### src/rtl/hc_route_pkg.sv
package hc_route_pkg;
    typedef enum logic [1:0] {
        RS_IDLE  = 2'd0,
        RS_FWD   = 2'd1,
        RS_LOCAL = 2'd2,
        RS_STALL = 2'd3
    } rsel_state_t;
endpackage

### src/rtl/hc_popcount.sv
module hc_popcount #(
    parameter int W  = 4,
    parameter int CW = $clog2(W + 1)
) (
    input  logic [W-1:0]  bits_in,
    output logic [CW-1:0] count
);
    always_comb begin
        count = '0;
        for (int i = 0; i < W; i++) begin
            count = count + CW'(bits_in[i]);
        end
    end
endmodule

### src/rtl/hc_rr_pick.sv
module hc_rr_pick #(
    parameter int DIM = 4,
    parameter int PW  = (DIM > 1) ? $clog2(DIM) : 1
) (
    input  logic [DIM-1:0] elig,
    input  logic [PW-1:0]  start,
    output logic           found,
    output logic [PW-1:0]  idx
);
    int pos;

    // Walk the offsets from the top down so the smallest offset wins.
    always_comb begin
        found = |elig;
        idx   = '0;
        pos   = 0;
        for (int off = DIM - 1; off >= 0; off--) begin
            pos = int'(start) + off;
            if (pos >= DIM) pos = pos - DIM;
            if (elig[pos]) idx = PW'(pos);
        end
    end
endmodule

### src/rtl/hcube_route_sel.sv
module hcube_route_sel
    import hc_route_pkg::*;
#(
    parameter int DIM = 4,
    parameter int HW  = $clog2(DIM + 1),
    parameter int PW  = (DIM > 1) ? $clog2(DIM) : 1
) (
    input  logic           clk,
    input  logic           rst_n,
    input  logic           hdr_valid,
    input  logic [DIM-1:0] dest_label,
    input  logic [DIM-1:0] local_label,
    input  logic [DIM-1:0] link_busy,
    input  logic [DIM-1:0] link_fault,
    output logic           out_valid,
    output logic [DIM-1:0] port_sel,
    output logic           deliver_local,
    output logic           stall,
    output logic [HW-1:0]  hops_left
);
    localparam logic [PW-1:0] LAST_DIM = PW'(DIM - 1);

    rsel_state_t    state_q, state_d;
    logic [DIM-1:0] diff_bits, usable;
    logic [HW-1:0]  hop_cnt;
    logic           any_usable;
    logic [PW-1:0]  pick_idx, ptr_q;
    logic [DIM-1:0] sel_q;
    logic [HW-1:0]  hops_q;

    assign diff_bits = dest_label ^ local_label;
    assign usable    = diff_bits & ~(link_busy | link_fault);

    hc_popcount #(.W(DIM), .CW(HW)) u_hops (
        .bits_in (diff_bits),
        .count   (hop_cnt)
    );

    hc_rr_pick #(.DIM(DIM), .PW(PW)) u_pick (
        .elig  (usable),
        .start (ptr_q),
        .found (any_usable),
        .idx   (pick_idx)
    );

    // Next-state choice
    always_comb begin
        if (!hdr_valid)          state_d = RS_IDLE;
        else if (diff_bits == '0) state_d = RS_LOCAL;
        else if (!any_usable)    state_d = RS_STALL;
        else                     state_d = RS_FWD;
    end

    // State register
    always_ff @(posedge clk or negedge rst_n) begin
        if (!rst_n) state_q <= RS_IDLE;
        else        state_q <= state_d;
    end

    // Registered datapath: selection, hop count, rotation pointer
    always_ff @(posedge clk or negedge rst_n) begin
        if (!rst_n) begin
            sel_q  <= '0;
            hops_q <= '0;
            ptr_q  <= '0;
        end else begin
            hops_q <= hdr_valid ? hop_cnt : '0;
            if (state_d == RS_FWD) begin
                sel_q <= DIM'(1) << pick_idx;
                ptr_q <= (pick_idx == LAST_DIM) ? '0 : pick_idx + PW'(1);
            end else begin
                sel_q <= '0;
            end
        end
    end

    // Outputs decoded from the state
    always_comb begin
        out_valid     = 1'b0;
        deliver_local = 1'b0;
        stall         = 1'b0;
        port_sel      = '0;
        unique case (state_q)
            RS_IDLE:  ;
            RS_FWD: begin
                out_valid = 1'b1;
                port_sel  = sel_q;
            end
            RS_LOCAL: begin
                out_valid     = 1'b1;
                deliver_local = 1'b1;
            end
            RS_STALL: begin
                out_valid = 1'b1;
                stall     = 1'b1;
            end
            default: ;
        endcase
    end

    assign hops_left = hops_q;
endmodule

### config.mk
export PLATFORM = sky130hd
export DESIGN_NAME = hcube_route_sel
export DESIGN_NICKNAME = d
export VERILOG_FILES = /design/src/rtl/hc_route_pkg.sv /design/src/rtl/hc_popcount.sv /design/src/rtl/hc_rr_pick.sv /design/src/rtl/hcube_route_sel.sv
export SDC_FILE = /design/constraint.sdc
export NUM_CORES = 1
export LEC_CHECK = 0
export ABC_CLOCK_PERIOD_IN_PS = 2600
export CAP_MARGIN = 20
export CORE_MARGIN = 8
export CORE_UTILIZATION = 42
export DETAILED_ROUTE_END_ITERATION = 10
export PLACE_DENSITY = 0.88
export SETUP_SLACK_MARGIN = 0.5
export SYNTH_ARGS = -nofsm -noshare
export SYNTH_HDL_FRONTEND = slang
export SYNTH_SLANG_ARGS = --single-unit
### constraint.sdc
create_clock -name clk -period 2.6 [get_ports clk]
set_clock_uncertainty 0.15 [all_clocks]
set_input_delay 0.52 -clock clk [delete_from_list [all_inputs] [get_ports clk]]
set_output_delay 0.52 -clock clk [all_outputs]
set_load 0.02 [all_outputs]
Yosys cells after proc, flatten, opt, wreduce, memory -nomap -nowiden:

Cells that the tools add are included.

* bits of input ports: 19
* output and inout bits: 10
* register bits after elaboration: 11

* add/sub/neg operators: 11
* reductions and logical operators: 3
* shifts and indexed selects: 1
* bitwise logic cells: 4
* muxes and demuxes: 30
* equality and inequality tests: 5
* $lt $le $gt $ge: 8

Operators with widths (number)
* $lt 32x4->1 const B: 4
* $mux 32: 4
* $ge 32x4->1 const B: 3
* $sub 32x4->32 const B: 3
* $mux 2: 8
* $mux 1: 11
* $bmux 1 s2: 4
* $mux 4: 2
* $add 2x2->3 const B: 2
* $add 3x1->3: 2
* $eq 2x2->1 const B: 3
* $and 4x4->4: 1
* $eq 2x1->1 const B: 2
* $logic_not 4->1: 1
* $not 4->4: 1
* $or 4x4->4: 1
* $reduce_or 4->1: 1
* $shl 1x2->4 const A: 1
* $sub 2x3->4 const B: 1
* $xor 4x4->4: 1
* $add 2x1->3 const B: 1
* $ge 2x3->1 const B: 1
* $mux 3: 1
* $reduce_or 3->1: 1
* 2 further kinds: 2

Depth between registers and ports, before layout:

* depth in word-level cells: 12
* gate-level depth with buffers: 7
* gate-level depth less buffers: 7

Cells and area by module:

From an unflattened synthesis, not the netlist that was laid out.

* cells, all modules: 73
* area, all modules: 737.0 um^2

By module, submodules not included
* hcube_route_sel: cells each 52, area each 595.6 um^2, seq. area each 275.3 um^2, times used 1
* hc_rr_pick: cells each 13, area each 77.6 um^2, seq. area each 0.0 um^2, times used 1
* hc_popcount: cells each 8, area each 63.8 um^2, seq. area each 0.0 um^2, times used 1

Worst setup path before layout:

No wires, ideal clock.

* kind: input-to-reg
* start point: input dest_label[0]
* end point: register ptr_q[1]
* path buffers: 0
* stages on the path: 7
* arrival time: 2082 ps
* library setup time: 128 ps
* required time: 2322 ps
* slack: 241 ps
* cell sequence: xnor2_1 nor3_1 a21oi_1 o21a_1 o22a_2 ha_1 mux2_1

* cells in the longest elaborated chain, start to end: 11
* elaborated cells between the ends (all ways): 27

Ends and longest elaborated chain
* start: declaration: line hcube_route_sel.sv:11 `input logic [DIM-1:0] dest_label,`
* $xor 4x4->4 (*): line hcube_route_sel.sv:31 `assign diff_bits = dest_label ^ local_label;`
* $and 4x4->4: line hcube_route_sel.sv:32 `assign usable = diff_bits & ~(link_busy | link_fault);`
* $bmux 1 s2: line hc_rr_pick.sv:20 `if (elig[pos]) idx = PW'(pos);`
* $mux 1 (not written as such) (2 in series): line hc_rr_pick.sv:20
* $mux 2 (4 in series): line hc_rr_pick.sv:20
* $add 2x1->2 / $eq 2x2->1 (equally long branches): line hcube_route_sel.sv:70 `ptr_q <= (pick_idx == LAST_DIM) ? '0 : pick_idx + PW'(1);`
* $mux 2: line hcube_route_sel.sv:70
* end signal: assignment: line hcube_route_sel.sv:70
* end: declaration: line hcube_route_sel.sv:27 `logic [PW-1:0] pick_idx, ptr_q;`

Mark *: on every way between the ends. The rest lies on a longest branch, timed or not. The select of a mux whose other input is x is not followed.
A chain may end at the register's enable or synchronous reset.

Worst setup path after layout:

* start point: input local_label[0]
* end point: register ptr_q[1]

* cells in the longest elaborated chain, start to end: 11
* elaborated cells between the ends (all ways): 27

Ends and longest elaborated chain
* start: declaration: line hcube_route_sel.sv:12 `input logic [DIM-1:0] local_label,`
* $xor 4x4->4 (*): line hcube_route_sel.sv:31
* $and 4x4->4: line hcube_route_sel.sv:32
* $bmux 1 s2: line hc_rr_pick.sv:20
* $mux 1 (not written as such) (2 in series): line hc_rr_pick.sv:20
* $mux 2 (4 in series): line hc_rr_pick.sv:20
* $add 2x1->2 / $eq 2x2->1 (equally long branches): line hcube_route_sel.sv:70
* $mux 2: line hcube_route_sel.sv:70

Marks and branches as above.

==> impl_metrics.toml <==
[outcome]
status = "finished clean"

[routing]
drtIter0Drc = 11
via_per_inst = 4.96
avgRoutedWirePerCell_um = 14.4
via_count = 674
ant_nets = 0
drtPass1Iterations = 4
remaining_drc_errors = 0
drt-total-wl_um = 1960

[pwr]
power_mw = 0.591
vdd_drop_max_mv = 0.273
p_leak_nw = 0.687
powerDensity_nw_per_um2 = 464

[timing]
whs_ps = 399
worst_slew_pin_slew_ps = 474
finalHoldViolations = 0
clock.fmax_mhz = 463
setup_tns_ps = 0
maxSlewViolCount = 0
fin_ws_ps = 442
min_period_ps = 2160
min_period_over_period = 0.830
setup_viol_count_final = 0
slew-limit-headroom = 0.683
rsz0062_at_grt = "true"

[cells_and_area]
multi_input_area_um2 = 519
nNetsFinal = 147
final_cells = 136
register_area_um2 = 277
design_area_um2 = 1270
drive_above_1_share = 0.521
diodes = 0
syn2layout_area_growth_pct = 77.2
nFillCells = 115
post-route-util = 0.763

[cts]
hold_buffers = 0
cts_tree = "built"
htree_levels = 1
clk_latency_ps = 260
path_clk_slew_ps = 70
cts-buffers-inserted = 3
clock-root-buffer = "clkbuf_4"
cts_sinks = 11
clockBufferDepth = 2

[die]
die_h_um = 57.4
io_pins = 29
core_area_um2 = 1670
initial_core_util = 0.431
chipWidth_um = 57.4
rows = 15
dieArea_um2 = 3290

[worst_setup_path]
cp.arrival_ps = 2160
worstReg2RegStart = "ptr_q[1]$_DFFE_PN0P_"
reg2regPathDepth = 8
reg2reg_to = "sel_q[1]$_DFF_PN0_"
cp.required_ps = 2600
critPathLaunchType = "input pin"
crit_type = "input pin to flop"
worstPathMaxFanout = 3
end_kind = "flop"
reg2reg_slack_ps = 470

[synthesis]
synth_cell_type_count = 27
yosys_warnings = 0
synth_top_area_cell = "dfrtp_1"
synth_flop_cell = "dfrtp_1"
ys_top_cells_by_count = "11 x dfrtp_1, 7 x and2_1, 7 x ha_1, 7 x inv_1, 5 x and2_2"
synth_top_cell_area_share = 0.383
synth.area.top_cells = "dfrtp_1 38%, ha_1 12%, and2_1 6.1%"
syn_inst = 66
seq_area_frac_synth = 0.383
syn_area_um2 = 719
synth_edf_count = 0
synth.most_common_cell = "dfrtp_1"
synth_nets = 93
syn_avg_cell_area_um2 = 10.9
ys_seq_elements = 11
async_flop_share = 1.00

[place]
dp_hpwl_um = 1310
numPortBuffers = 28
dp_cells = 121
gp_congestion = 0.890
placed_cell_area_um2 = 1110
pre_cts_ws_ps = -234

[global_routing]
grt_pass1_vias = 708
track_usage = 0.114
grt_pass1_wl_um = 2970
antenna_found_initial = 0
overflow = 0
grt_max_degree = 12

[hold_path]
min_from = "ptr_q[0]$_DFFE_PN0P_"
hold_class = "flop to flop"
hold_path_end = "ptr_q[0]$_DFFE_PN0P_"
worstHoldPathCells = 1

[run]
maxCapViolations = 0
state kept, by name (all words and copies together), names as in the netlist:
| name | count |
|---|---|
| state_q | 2 |
| ptr_q | 2 |
| sel_q | 4 |
| hops_left | 3 |
metal layers:
| layer | GRT usage | wire, um | vias to the layer above |
|---|---|---|---|
| met5 | 0 | 0 | - |
| met4 | 0.0821 | 40 | 0 |
| met3 | 0.0448 | 148 | 4 |
| met2 | 0.196 | 1030 | 27 |
| met1 | 0.109 | 744 | 317 |
| li1 | - | - | 326 |
worst max-delay path, cell delays in order:
cell and delay [ps]:
clkbuf_2 100, xnor2_2 140, nor3_2 230, a21oi_1 130, o21a_1 220, o22a_2 270
ha_1 290, mux2_4 260
what timing repair did:
| action | 4_1_cts | 5_1_grt |
|---|---|---|
| gates resized for setup | 39 | 33 |
| hold endpoints to repair | 0 | 0 |
| setup endpoints to repair | 13 | 12 |
| pin swaps | 11 | 13 |
| gates cloned | 0 | 0 |
| buffers inserted | 4 | 7 |
worst max-delay path by stage:
stage / startpoint / endpoint / slack, ps / cells after the start
5_1_grt: ptr_q[1]$_DFFE_PN0P_ / ptr_q[1]$_DFFE_PN0P_ / 390 / 6
6_report: local_label[0] / ptr_q[1]$_DFFE_PN0P_ / 440 / 8
4_1_cts: link_fault[0] / ptr_q[1]$_DFFE_PN0P_ / 360 / 7
2_1_floorplan: local_label[2] / ptr_q[1]$_DFFE_PN0P_ / 310 / 7
3_5_place_dp: local_label[2] / ptr_q[1]$_DFFE_PN0P_ / -230 / 8
3_3_place_gp: local_label[2] / ptr_q[1]$_DFFE_PN0P_ / -160 / 8
area by class of cell:
cell class / instances / share of cell area
multi-input cells: 48 / 0.407
repair buffers: 49 / 0.318
flip-flops and latches: 11 / 0.217
clock buffers: 4 / 0.0206
inverters: 7 / 0.0206
well taps: 17 / 0.0167
logic make-up after synthesis:
kind of cell	count (synthesis)	share of synthesized area
and+or+nand+nor	24	0.216
muxes	3	0.0452
DFF	11	0.383
AOI/OAI and AO/OA	9	0.101
buffers and inverters	7	0.0365
xor gates and xnor gates	4	0.0696
adders and majority gates	8	0.150
power by group:
part           leakage, nW  switching (mW)  total [mW]  internal [mW]
Combinational        0.532           0.116       0.266          0.150
Clock               0.0150          0.0508       0.110         0.0592
Sequential           0.141          0.0191       0.215          0.196
Total                0.687           0.186       0.591          0.406
cell usage in the layout, fill, tap and decap left out, drive strengths merged:
cell type      netlist  final
a21o                 1      1
a21oi                2      2
a31oi                1      1
and2                12     12
buf                  0     24
clkbuf               0     11
clkdlybuf4s15        0      1
clkdlybuf4s50        0      5
dfrtp               11     11
dlygate4sd2          0      8
dlymetal6s2s         0      4
fa                   1      1
ha                   7      7
inv                  7      7
mux2                 2      2
mux2i                1      1
nand3                1      1
nand3b               1      1
nor2                 2      2
nor2b                2      2
nor3                 4      4
o211ai               1      1
o21a                 1      1
o22a                 1      1
o22ai                1      1
o41ai                1      1
or2                  1      1
or4                  1      1
xnor2                4      4
Note: power is estimated with default switching activity, not from simulation.
